`src/rtl/irq_ctl.sv`:
```
module irq_ctl #(
  parameter int NSRC    = 14,
  parameter int DW      = 16,
  parameter int AW      = 12,
  parameter logic [AW-1:0] EN_OFS  = 12'h200,
  parameter logic [AW-1:0] FLG_OFS = 12'h202,
  parameter logic [AW-1:0] MEN_OFS = 12'h208,
  parameter logic [AW-1:0] HLT_OFS = 12'h300,
  parameter int HLT_BIT = 8
) (
  input  logic            clk,
  input  logic            rst_n,
  input  logic [AW-1:0]   bus_addr,
  input  logic            bus_wr,
  input  logic [DW-1:0]   bus_wdata,
  output logic [DW-1:0]   bus_rdata,
  input  logic [NSRC-1:0] src_pulse,
  input  logic            core_irq_mask,
  output logic            irq_req,
  output logic            halted
);

  logic [DW-1:0] en_q, flg_q, flg_nxt, src_ext, clr_mask;
  logic          men_q, halt_q;
  logic          wr_en, wr_flg, wr_men, wr_hlt;

  assign wr_en  = bus_wr && (bus_addr == EN_OFS);
  assign wr_flg = bus_wr && (bus_addr == FLG_OFS);
  assign wr_men = bus_wr && (bus_addr == MEN_OFS);
  assign wr_hlt = bus_wr && (bus_addr == HLT_OFS);

  always_comb begin
    src_ext = '0;
    src_ext[NSRC-1:0] = src_pulse;
  end

  assign clr_mask = wr_flg ? bus_wdata : '0;
  assign flg_nxt  = (flg_q & ~clr_mask) | src_ext;

  assign irq_req = !core_irq_mask && men_q && |(en_q & flg_q);
  assign halted  = halt_q;

  always_ff @(posedge clk) begin
    if (!rst_n) begin
      en_q   <= '0;
      flg_q  <= '0;
      men_q  <= 1'b0;
      halt_q <= 1'b0;
    end else begin
      if (wr_en)  en_q  <= bus_wdata;
      if (wr_men) men_q <= bus_wdata[0];
      flg_q <= flg_nxt;
      if (irq_req)                             halt_q <= 1'b0;
      else if (wr_hlt && !bus_wdata[HLT_BIT])  halt_q <= 1'b1;
    end
  end

  always_comb begin
    bus_rdata = '0;
    if (bus_addr == EN_OFS)       bus_rdata = en_q;
    else if (bus_addr == FLG_OFS) bus_rdata = flg_q;
    else if (bus_addr == MEN_OFS) bus_rdata[0] = men_q;
  end

  a_r2_flag_sticky: assert property (@(posedge clk) disable iff (!rst_n)
    !wr_flg |=> ((flg_q & $past(flg_q)) == $past(flg_q)));

  a_r3_w1c_clears: assert property (@(posedge clk) disable iff (!rst_n)
    wr_flg |=> ((flg_q & $past(bus_wdata & ~src_ext)) == '0));

  a_r4_set_wins: assert property (@(posedge clk) disable iff (!rst_n)
    (src_pulse != '0) |=> ((flg_q & $past(src_ext)) == $past(src_ext)));

  a_r6_enable_refires: assert property (@(posedge clk) disable iff (!rst_n)
    (wr_en && men_q && |(bus_wdata & flg_q) && !core_irq_mask) |=> (irq_req || core_irq_mask));

  a_r7_master_refires: assert property (@(posedge clk) disable iff (!rst_n)
    (wr_men && bus_wdata[0] && |(en_q & flg_q) && !core_irq_mask) |=> (irq_req || core_irq_mask));

  a_r8_halt_enters: assert property (@(posedge clk) disable iff (!rst_n)
    (wr_hlt && !bus_wdata[HLT_BIT] && !irq_req) |=> halted);

  a_r9_delivery_wakes: assert property (@(posedge clk) disable iff (!rst_n)
    irq_req |=> !halted);

endmodule

```
`config.mk`:
```
export PLATFORM = sky130hd
export DESIGN_NAME = irq_ctl
export DESIGN_NICKNAME = d
export VERILOG_FILES = /design/src/rtl/irq_ctl.sv
export SDC_FILE = /design/constraint.sdc
export NUM_CORES = 1
export LEC_CHECK = 0
export BUFFER_PORTS_ARGS = -buffer_cell sky130_fd_sc_hd__buf_2
export CAP_MARGIN = 15
export CORE_ASPECT_RATIO = 1.25
export CORE_MARGIN = 1.5
export CORE_UTILIZATION = 35
export CTS_CLUSTER_DIAMETER = 30
export DETAILED_ROUTE_END_ITERATION = 10
export GPL_TIMING_DRIVEN = 0
export PLACE_DENSITY_LB_ADDON = 0.05
export SYNTH_ARGS = -nofsm -noshare
export SYNTH_HDL_FRONTEND = slang
export SYNTH_SLANG_ARGS = --single-unit
```
`constraint.sdc`:
```
create_clock -name clk -period 3.3 [get_ports clk]
set_clock_uncertainty 0.05 [all_clocks]
set_input_delay 0.495 -clock clk [delete_from_list [all_inputs] [get_ports clk]]
set_output_delay 0.495 -clock clk [all_outputs]
set_load 0.1 [all_outputs]
```
# [Word level (Yosys, flattened, before mapping)]
# Cells that the tools add are included.
# W data, S select, Z words.
[classes] n_eq_ne=4 muxes=5 n_bitwise=5 reduce_logical=11
[ops] op="$eq A12 B10 Y1 const B" n=4
[ops] op="$and A16 B16 Y16" n=2
[ops] op="$mux W16" n=2
[ops] op="$not A16 Y16" n=1
[ops] op="$or A16 B14 Y16" n=1
[ops] op="$reduce_or A16 Y1" n=1
[ops] op="$mux W15" n=1
[ops] op="$logic_and A1 B1 Y1" n=7
[ops] op="$logic_not A1 Y1" n=2
[ops] op="$mux W1" n=2
[ops] op="$reduce_or A2 Y1" n=1
[ops] op="$not A1 Y1" n=1
[word_totals] reg_bits=34 input_bits=46 output_inout_bits=18 wordCells=29

# [Depth between registers and ports, before layout]
# Gate-level depths: netlist (run 1).
[logic_depth] ltp_word=6 ltp_mapped=6 ltp_nobuf=4

# [Least setup slack after synthesis (run 1)]
# OpenSTA, ideal clock, no wires.
[synth_timing] path_type="input -> output" from="in bus_addr[8]" to="out bus_rdata[10]" arrival_time_ns=2.885 required_ns=2.755 path_slack_ns=-0.130 stages=5 n_path_buf=2 cell_sequence="or4b_4 -> or3_1 -> buf_2 -> buf_6 -> nor2_1"
[synth_between] elab_chain_cells=3 word_cells_on_any_way=4 cone_classes="eq/ne: 2; mux: 2"
[synth_lines] item="start: declaration" line="13" source="input logic [AW-1:0] bus_addr,"
[synth_lines] item="$eq A12 B10 Y1" line="61" source="else if (bus_addr == FLG_OFS) bus_rdata = flg_q;"
[synth_lines] item="$mux W15" line="61"
[synth_lines] item="$mux W16 (*)" line="60" source="if (bus_addr == EN_OFS) bus_rdata = en_q;"
[synth_lines] item="end: declaration" line="16" source="output logic [DW-1:0] bus_rdata,"
# Mark *: on every way between the ends. The rest lies on a longest branch, timed or not.

# [Worst setup path after layout (run 1)]
[layout_timing] from="in bus_addr[8]" to="out bus_rdata[8]"
# The elaborated chain is that of the path after synthesis.

==> results.md, run 1 <==
- For this run, the number of Yosys warnings is 0.
- In this run the most critical hold path is launched from bus_wdata[14].
- The first global-routing pass estimated 7070 um of wire.
- The number of placed instances with taps included is 310.
- The first detailed-routing pass ran for 6 iterations.
- The HPWL after detailed placement is 3400 um.
- No sink is reached through more buffers than the 2 on the longest clock path.
- The post-synthesis instance area is between 0.0015 and 0.002 mm2.
- The CTS clock-pin slew for the worst setup and hold paths is 70 ps.
- In this run, synthesis inferred 0 flip-flops with an integrated enable.
- The run finished with clean final reports.
- After detailed routing, the number of remaining DRC violations is 0.
- After synthesis, the share of flip-flops with an asynchronous set or reset is 0%.
- The max-capacitance violation count is 0.
- The critical path start-end classification is input pin to output pin.
- With fillers left out, the area of the finished cells amounts to around 0.0022 mm2.
- The floorplan step defined a die boundary enclosing between 0.005 and 0.006 mm2.
- The synthesized net count is around 230.
- The post-synthesis register bit count is 34.
- Across the VDD grid, the largest voltage drop is 0.237 mV.
- The clock period could shrink to between 2000 and 3000 ps.
- The post-synthesis area per instance is roughly 9.1 um2.
- At the end of routability-driven placement, the weighted congestion stood at 0.751.
- The worst-case setup margin in the final layout is 371 ps.
- The ratio of cells with drive above 1 in the final layout is a little under a third.
- After the flow finishes, the layout carries non-filler instances totaling between 300 and 400.
- The initial antenna violation count is 0.
- After clock tree synthesis, the setup repair step added 0 buffers.
- The setup slack after placement is 356 ps.
- The number of hold buffers added after CTS is 0.
- The number of slew-limit violations in the final report is 0.
- The floorplan has 28 rows.
- The leftover overflow at the end of global routing is 0.
- The level count of the clock H-tree is 2.
- Entering global routing, the biggest net connects 11 pins.
- The worst slew margin relative to its limit is 45.2%.
- The worst hold path belongs to the class input pin to flop.
- The routed layout has ~1.6k vias.
- 64 I/O pins were placed.
- The analysis attributes to cell leakage a power of ~1.1 nW.
- The cell area reported after detailed placement is around 0.0021 mm2.
- After detailed routing, the average wire length per cell comes to 14.7 um.
- STA classifies the critical path startpoint as an input pin.
- The number of global-route vias before repair is 1,466.
- The count of endpoints failing setup in the final report is 0.
- Measured along the y axis, the die boundary spans about 81 um.
- The net count of the finished layout is a little over 300.
- After synthesis, flip-flops and latches occupy between 40 and 50% of the total area.
- The post-layout utilization of the core is 46.2%.
- Setup repair after global routing left no endpoint under its margin.
- The port buffer count is 63.
- The clock root buffer master is sky130_fd_sc_hd__clkbuf_8.
- The upper clock frequency limit is 341 MHz.
- 0 antenna diodes ended up in the layout.
- The actual slew at the worst max-slew pin is 821 ps.
- Clock tree synthesis found a total of 34 sinks.
- The reg-to-reg critical path startpoint is flg_q[5]$_SDFF_PN0_.
- The total power per unit cell area is 370 mW/mm2.
- The number of hold violations in the final report was 0.
- STA classifies the critical path endpoint as an output pin.
- The die boundary width is 65.3 um.
- The dominant register cell in the synthesized netlist is sky130_fd_sc_hd__dfxtp_1.
- The TritonCTS clock tree is done.
- The clock insertion delay at the later pin of the skew report is 280 ps.
- For this block, the initial DRC count from the detailed router was 65.
- The period utilization is 88.7%.
- Once the floorplan was initialized, standard cells occupied 36.2% of the core.
- The area growth from synthesis to layout is 27.6%.
- The completed layout was analyzed and its total power is roughly 0.80 mW.
- In the routed layout, each cell is associated on average with a via count of roughly 5.
- The count of nets left with antenna violations once routing finished came out at 0.
- The data arrival time of the critical path is roughly 2400 ps.
- The combined global-route utilization of all metal layers is a little under a fifth.
- Of all nets on the critical path, the largest fanout is 10.
- The number of buffers inserted during clock tree synthesis is 5.
- In this run the standard cell core region covers 0.00469 mm2.
- The total routed wirelength is 4660 um.
- Gates resized during post-CTS repair numbered 0.
- The required time at the worst-slack endpoint is 2750 ps.
- The origin of the worst setup path is bus_addr[8].
- The number of library cell types mapped by synthesis is 33.
- The post-synthesis instance total is 187.
[logic make-up (layout without fill, tap and decap cells)]
logic type	Yosys count	after routing	synth area share, %
DFF	34	34	40.1
AOI/OAI and AO/OA	43	43	16.5
buffers and inverters	24	94	6.04
and+or+nand+nor	54	54	18.5
muxes	32	32	18.9
[stage by stage]
step / TNS, ps / hold WS [ps]
2_1_floorplan: -1330 / 374
3_3_place_gp: 0 / 393
5_1_grt: 0 / 349
4_1_cts: 0 / 336
3_5_place_dp: 0 / 392
6_report: 0 / 344
[power by group]
group | internal, mW | switching, mW | leakage (nW) | total [mW]
Clock | 0.141 | 0.145 | 0.0438 | 0.286
Sequential | 0.423 | 0.00962 | 0.278 | 0.432
Combinational | 0.0417 | 0.0417 | 0.760 | 0.0835
Total | 0.606 | 0.196 | 1.08 | 0.802
[registers in the layout (all words and copies together) (netlist names)]
name / count
men_q: 1
flg_q: 16
halted: 1
en_q: 16
[synthesized netlist by cell type, types with 2 or more instances]
master / n / area share [%]
sky130_fd_sc_hd__a21oi_1: 2 / 0.59
sky130_fd_sc_hd__buf_2: 4 / 1.2
sky130_fd_sc_hd__nor4b_1: 2 / 1.0
sky130_fd_sc_hd__a22o_1: 4 / 2.1
sky130_fd_sc_hd__clkbuf_1: 3 / 0.66
sky130_fd_sc_hd__a31oi_1: 14 / 5.2
sky130_fd_sc_hd__a221oi_1: 4 / 2.1
sky130_fd_sc_hd__nand3b_1: 2 / 0.88
sky130_fd_sc_hd__nand2_1: 5 / 1.1
sky130_fd_sc_hd__dfxtp_1: 34 / 40
sky130_fd_sc_hd__o21ai_0: 14 / 4.1
sky130_fd_sc_hd__mux2i_1: 32 / 19
sky130_fd_sc_hd__inv_1: 15 / 3.3
sky130_fd_sc_hd__nor4_1: 2 / 0.74
sky130_fd_sc_hd__nor2b_1: 16 / 5.9
sky130_fd_sc_hd__nor2_1: 17 / 3.8
[routing by layer]
layer	vias to the layer above	track usage, %	wire [um]	part of all wire, %
li1	816	-	-	-
met1	741	23.0	2210	47
met2	46	30.4	2160	46
met3	6	4.16	227	4.9
met4	0	6.25	61	1.3
met5	-	0	0	0
[worst paths after layout]
path                                        endpoint  slack [ps]  cells after the start
worst min register to register  flg_q[14]$_SDFF_PN0_         400                      2
worst min-delay path            flg_q[14]$_SDFF_PN0_         340                      2
worst max register to register   halted$_SDFFE_PP0P_        1920                      4
worst max-delay path                    bus_rdata[8]         370                      7
[cells in the final DEF, fill, tap and decap left out, types with 2 or more instances in the layout]
master                      n
sky130_fd_sc_hd__buf_2     67
sky130_fd_sc_hd__dfxtp_1   34
sky130_fd_sc_hd__mux2i_1   32
sky130_fd_sc_hd__nor2_1    17
sky130_fd_sc_hd__nor2b_1   16
sky130_fd_sc_hd__inv_1     15
sky130_fd_sc_hd__o21ai_0   14
sky130_fd_sc_hd__a31oi_1   14
sky130_fd_sc_hd__nand2_1    5
sky130_fd_sc_hd__clkbuf_8   5
sky130_fd_sc_hd__a22o_1     4
sky130_fd_sc_hd__a221oi_1   4
sky130_fd_sc_hd__clkbuf_1   3
sky130_fd_sc_hd__nor4_1     2
sky130_fd_sc_hd__nor4b_1    2
sky130_fd_sc_hd__nand3b_1   2
sky130_fd_sc_hd__a21oi_1    2
sky130_fd_sc_hd__clkinv_2   2
[critical path, stage by stage]
cell                     delay, ps
sky130_fd_sc_hd__buf_2         110
sky130_fd_sc_hd__or4b_4        560
sky130_fd_sc_hd__or3_1         310
sky130_fd_sc_hd__buf_2         180
sky130_fd_sc_hd__buf_6         160
sky130_fd_sc_hd__nor2_1        120
sky130_fd_sc_hd__buf_2         440
[area by class of cell]
cell class	instances	area (um2)
multi-input cells	129	915
flip-flops and latches	34	681
repair buffers	63	315
clock buffers	5	68.8
inverters	15	56.3
clock inverters	2	10.0
well taps	60	75.1
plain buffers	9	46.3
fillers	506	2530
Power figures use the tool's default switching activity.
==> run 2, diff against run 1 <==
==> constraint.sdc (replaced) <==
create_clock -name clk -period 3.3 [get_ports clk]
set_clock_uncertainty 0.05 [all_clocks]
set_input_delay 0.99 -clock clk [delete_from_list [all_inputs] [get_ports clk]]
set_output_delay 0.99 -clock clk [all_outputs]
set_load 0.1 [all_outputs]
==> run 2 against run 1 <==
Effect of this change:
- the flow now finishes with violations (negative setup slack)
- critical path depth is 1 lower
- clock power hardly changed
- combinational power is 13% higher
- final cell count is 1.6% higher
- global-route usage is 1.6 points higher
- sequential share of layout area is 5.4 points lower
- via count is 1.2% higher
- first-iteration DRC count is 45% lower
- flip-flop and latch count stayed put
- worst hold slack better by 64 ps
- non-clock buffer count is 5 higher
- critical endpoint unchanged
- highest routed layer unchanged
==> results.md, run 2 (synthesis gave the netlist of run 1 again) <==
- The run finished, with violations left.
- The final reports fail on negative setup slack.
- The initial antenna violation count is 0 (unchanged).
- The type of element launching the critical path is an input pin.
- The number of nets in the layout is 308 (+1.7%).
- The number of hold violations in the final report came to 0 (unchanged).
- The initial core utilization is 36.2% (unchanged).
- The die boundary width came to 65.3 um (unchanged).
- The number of filler cells placed in the layout is 453 (-10%).
- The level count of the clock H-tree is 2 (unchanged).
- The delay of the slowest cell on the worst path is 540 ps (-20 ps).
- The max-capacitance violation count was 0 (unchanged).
- The storage element area is 681 um2 (unchanged).
- The via density per instance is 5.06 (-0.39%).
- The number of antenna diodes is 0 (unchanged).
- The combined global-route utilization of all metal layers is 19.8% (+1.6 points).
- The cell area after layout is 0.00262 mm2 (+21%).
- The die area is 0.00528 mm2 (unchanged).
- The number of vias in the routed layout is 1,628 (+1.2%).
- The cell area reported after detailed placement is 0.00214 mm2 (+2.6%).
- The layer with the highest usage is met2.
- The final-layout setup total negative slack is -3500 ps (-3500 ps).
- The port buffer count is 63 (unchanged).
- The hold path depth is 2 (unchanged).
- The CTS clock-pin slew for the worst setup and hold paths is 60 ps (about the same).
- The signal on the critical path passes through buf_6 -> or4b_4 -> or3_4 -> buf_16 -> nor2_4 -> buf_12.
- The routed wire length per instance is 15.5 um (+5.2%).
- The upper clock frequency limit came to 282 MHz (-17%).
- The total core area came to 0.00469 mm2 (unchanged).
- In the layout the commonest cells are sky130_fd_sc_hd__buf_2, sky130_fd_sc_hd__dfxtp_1, sky130_fd_sc_hd__mux2i_1, sky130_fd_sc_hd__buf_12, sky130_fd_sc_hd__nor2b_1.
- The number of buffers and inverters on the critical path is 3 (-1).
- The final critical delay including setup and external delays is 3550 ps (+619 ps).
- The met3 demand-to-capacity share in global routing is 5.26% (+1.1 points).
- The power after layout came to 0.814 mW (+1.5%).
- The slowest stage of the critical path is the sky130_fd_sc_hd__or4b_4 cell.
- TritonCTS built the clock tree.
- The count of endpoints failing setup in the final report is 15 (+15).
- Setup repair after global routing could not meet its margin everywhere.
- The number of placed instances with taps included is 310 (unchanged).
- The number of non-filler instances in the completed layout is 322 (+1.6%).
- The worst slew margin relative to its limit was 62.1% (+17 points).
- In the final layout, the registers with the most flip-flops are en_q x16, flg_q x16.
- The maximum root-to-sink buffer count is 2 (unchanged).
- The final-layout worst hold slack was 408 ps (+63.5 ps).
- The number of hold buffers added after CTS is 0 (unchanged).
- The actual slew at the worst max-slew pin is 565 ps (-257 ps).
- The half-perimeter wire length after placement is 3390 um (-0.53%).
- The maximum number of pins on one net before global-route repair is 11 (unchanged).
- The worst hold path terminates at flg_q[14]$_SDFF_PN0_.
- The count of routing violations after the opening detailed-route iteration was 36 (-45%).
- The height of the die is 80.9 um (unchanged).
- The class of the tightest hold or removal check is flop to flop.
- The total I/O pin count is 64 (unchanged).
- The remaining design rule violation count was 0 (unchanged).
- The leftover overflow at the end of global routing is 0 (unchanged).
- The maximum fanout encountered on the critical timing path is 5 (-5).
- The slack of the worst reg-to-reg path is 1900 ps (-20 ps).
- The global-route wire length before repair was 7710 um (+9.0%).
- The data arrival time of the critical path came to 2510 ps (+130 ps).
- The reg-to-reg critical path startpoint is flg_q[5]$_SDFF_PN0_.
- The critical path start-end classification is input pin to output pin.
- The worst ir drop on vdd came to 0.214 mV (-9.4%).
- The required time at the worst-slack endpoint came to 2260 ps (-490 ps).
- Leaving out fill and tap cells, the most frequent cell in the layout is sky130_fd_sc_hd__buf_2.
- The ratio of cells with drive above 1 in the final layout is 38.5% (+7.8 points).
- The length in cells of the worst reg-to-reg path is 4 (unchanged).
- The number of slew-limit violations in the final report is 0 (unchanged).
- The post-route antenna net violation count came to 0 (unchanged).
- The kind of cell with the highest combined delay on the critical path is simple AND/OR/NAND/NOR gates.
- Compared with the post-synthesis result, the final layout area differs by 54.3%.
- The met2 global-route usage is 35.0% (+4.6 points).
- The met1 usage is 23.3% (+0.29 points).
- The clock insertion delay at the later pin of the skew report is 280 ps (about the same).
- The total number of placement rows is 28 (unchanged).
- The multi-input gate area in the final layout came to 0.00105 mm2 (+15%).
- The number of search-and-repair iterations in the first detailed-routing pass was 4 (-2).
- The worst-case setup margin in the final layout is -247 ps (-619 ps).
- The capture instance of the worst register-to-register path is halted$_SDFFE_PP0P_.
- The total power per unit cell area was 311 mW/mm2 (-16%).
- The number of global-route vias before repair is 1,589 (+8.4%).
- The number of buffers inserted during clock tree synthesis is 5 (unchanged).
- The tree is rooted in a sky130_fd_sc_hd__clkbuf_8.
- The static leakage power was 1.17 nW (+8.2%).
- The total routed wirelength is 4980 um (+6.9%).
- The startpoint of the tightest hold check path is flg_q[14]$_SDFF_PN0_.
- The period utilization is 107% (+19 points).
- The last weighted congestion value of the routability-driven placer was 0.666 (-11%).
- The type of destination of the critical path is an output pin.
- The number of clock sinks is 34 (unchanged).
## run 2: cell types whose count changed in the layout (fill, tap and decap cells not counted), moves of 2 or more
| cell | change |
|---|---|
| sky130_fd_sc_hd__buf_2 | -18 |
| sky130_fd_sc_hd__buf_4 | +3 |
| sky130_fd_sc_hd__buf_6 | +3 |
| sky130_fd_sc_hd__buf_12 | +16 |
| sky130_fd_sc_hd__nor2_4 | +15 |
| sky130_fd_sc_hd__clkbuf_1 | +2 |
| sky130_fd_sc_hd__nor2_1 | -15 |
| sky130_fd_sc_hd__clkinv_2 | -2 |
## run 2: cell type report
class,count,area share (%)
Multi-Input combinational cell,129,40.2
Sequential cell,34,26.0
Timing Repair Buffer,69,24.0
Clock buffer,7,2.91
Tap cell,60,2.87
Inverter,15,2.15
Buffer,8,1.96
## run 2: per-layer routing
metal  vias up  part of all wire [%]
met1       749                    41
li1        827                     -
met4         0                   1.1
met2        47                    52
met3         5                   5.7
met5         -                     0
## run 2: worst register-to-register path: stages (launching register included)
cell	delay, ps
sky130_fd_sc_hd__dfxtp_1	330
sky130_fd_sc_hd__a22o_1	250
sky130_fd_sc_hd__a221oi_1	280
sky130_fd_sc_hd__and4_1	300
sky130_fd_sc_hd__o311a_1	150
## run 2: per-stage QoR
| stage | utilization, % | setup slack [ps] |
|---|---|---|
| 6_report | 55.8 | -247 |
| 5_1_grt | 55.8 | -273 |
| 4_1_cts | 55.3 | -304 |
| 3_5_place_dp | 45.6 | -628 |
| 3_3_place_gp | 45.6 | -633 |
| 2_1_floorplan | - | -695 |
## run 2: report_power, final
group / internal, mW / switching [mW] / total [mW]
Clock: 0.145 / 0.142 / 0.287
Sequential: 0.423 / 0.00969 / 0.432
Combinational: 0.0453 / 0.0491 / 0.0944
Total: 0.613 / 0.201 / 0.814
## run 2: worst max-delay path by stage
stage	to	start	depth (start not counted)
2_1_floorplan	bus_rdata[10]	bus_addr[8]	5
3_3_place_gp	bus_rdata[13]	bus_addr[8]	7
3_5_place_dp	bus_rdata[13]	bus_addr[8]	7
4_1_cts	bus_rdata[13]	bus_addr[10]	6
5_1_grt	bus_rdata[13]	bus_addr[7]	7
6_report	bus_rdata[8]	bus_addr[10]	6
## run 2: timing repair
| item | in CTS | in global routing |
|---|---|---|
| cloned | 1 | 0 |
| endpoints found under the setup margin | 15 | 16 |
| buffers inserted | 4 | 1 |
| pin swaps | 16 | 2 |
| resized for setup | 83 | 3 |
| endpoints found under the hold margin | 0 | 0 |
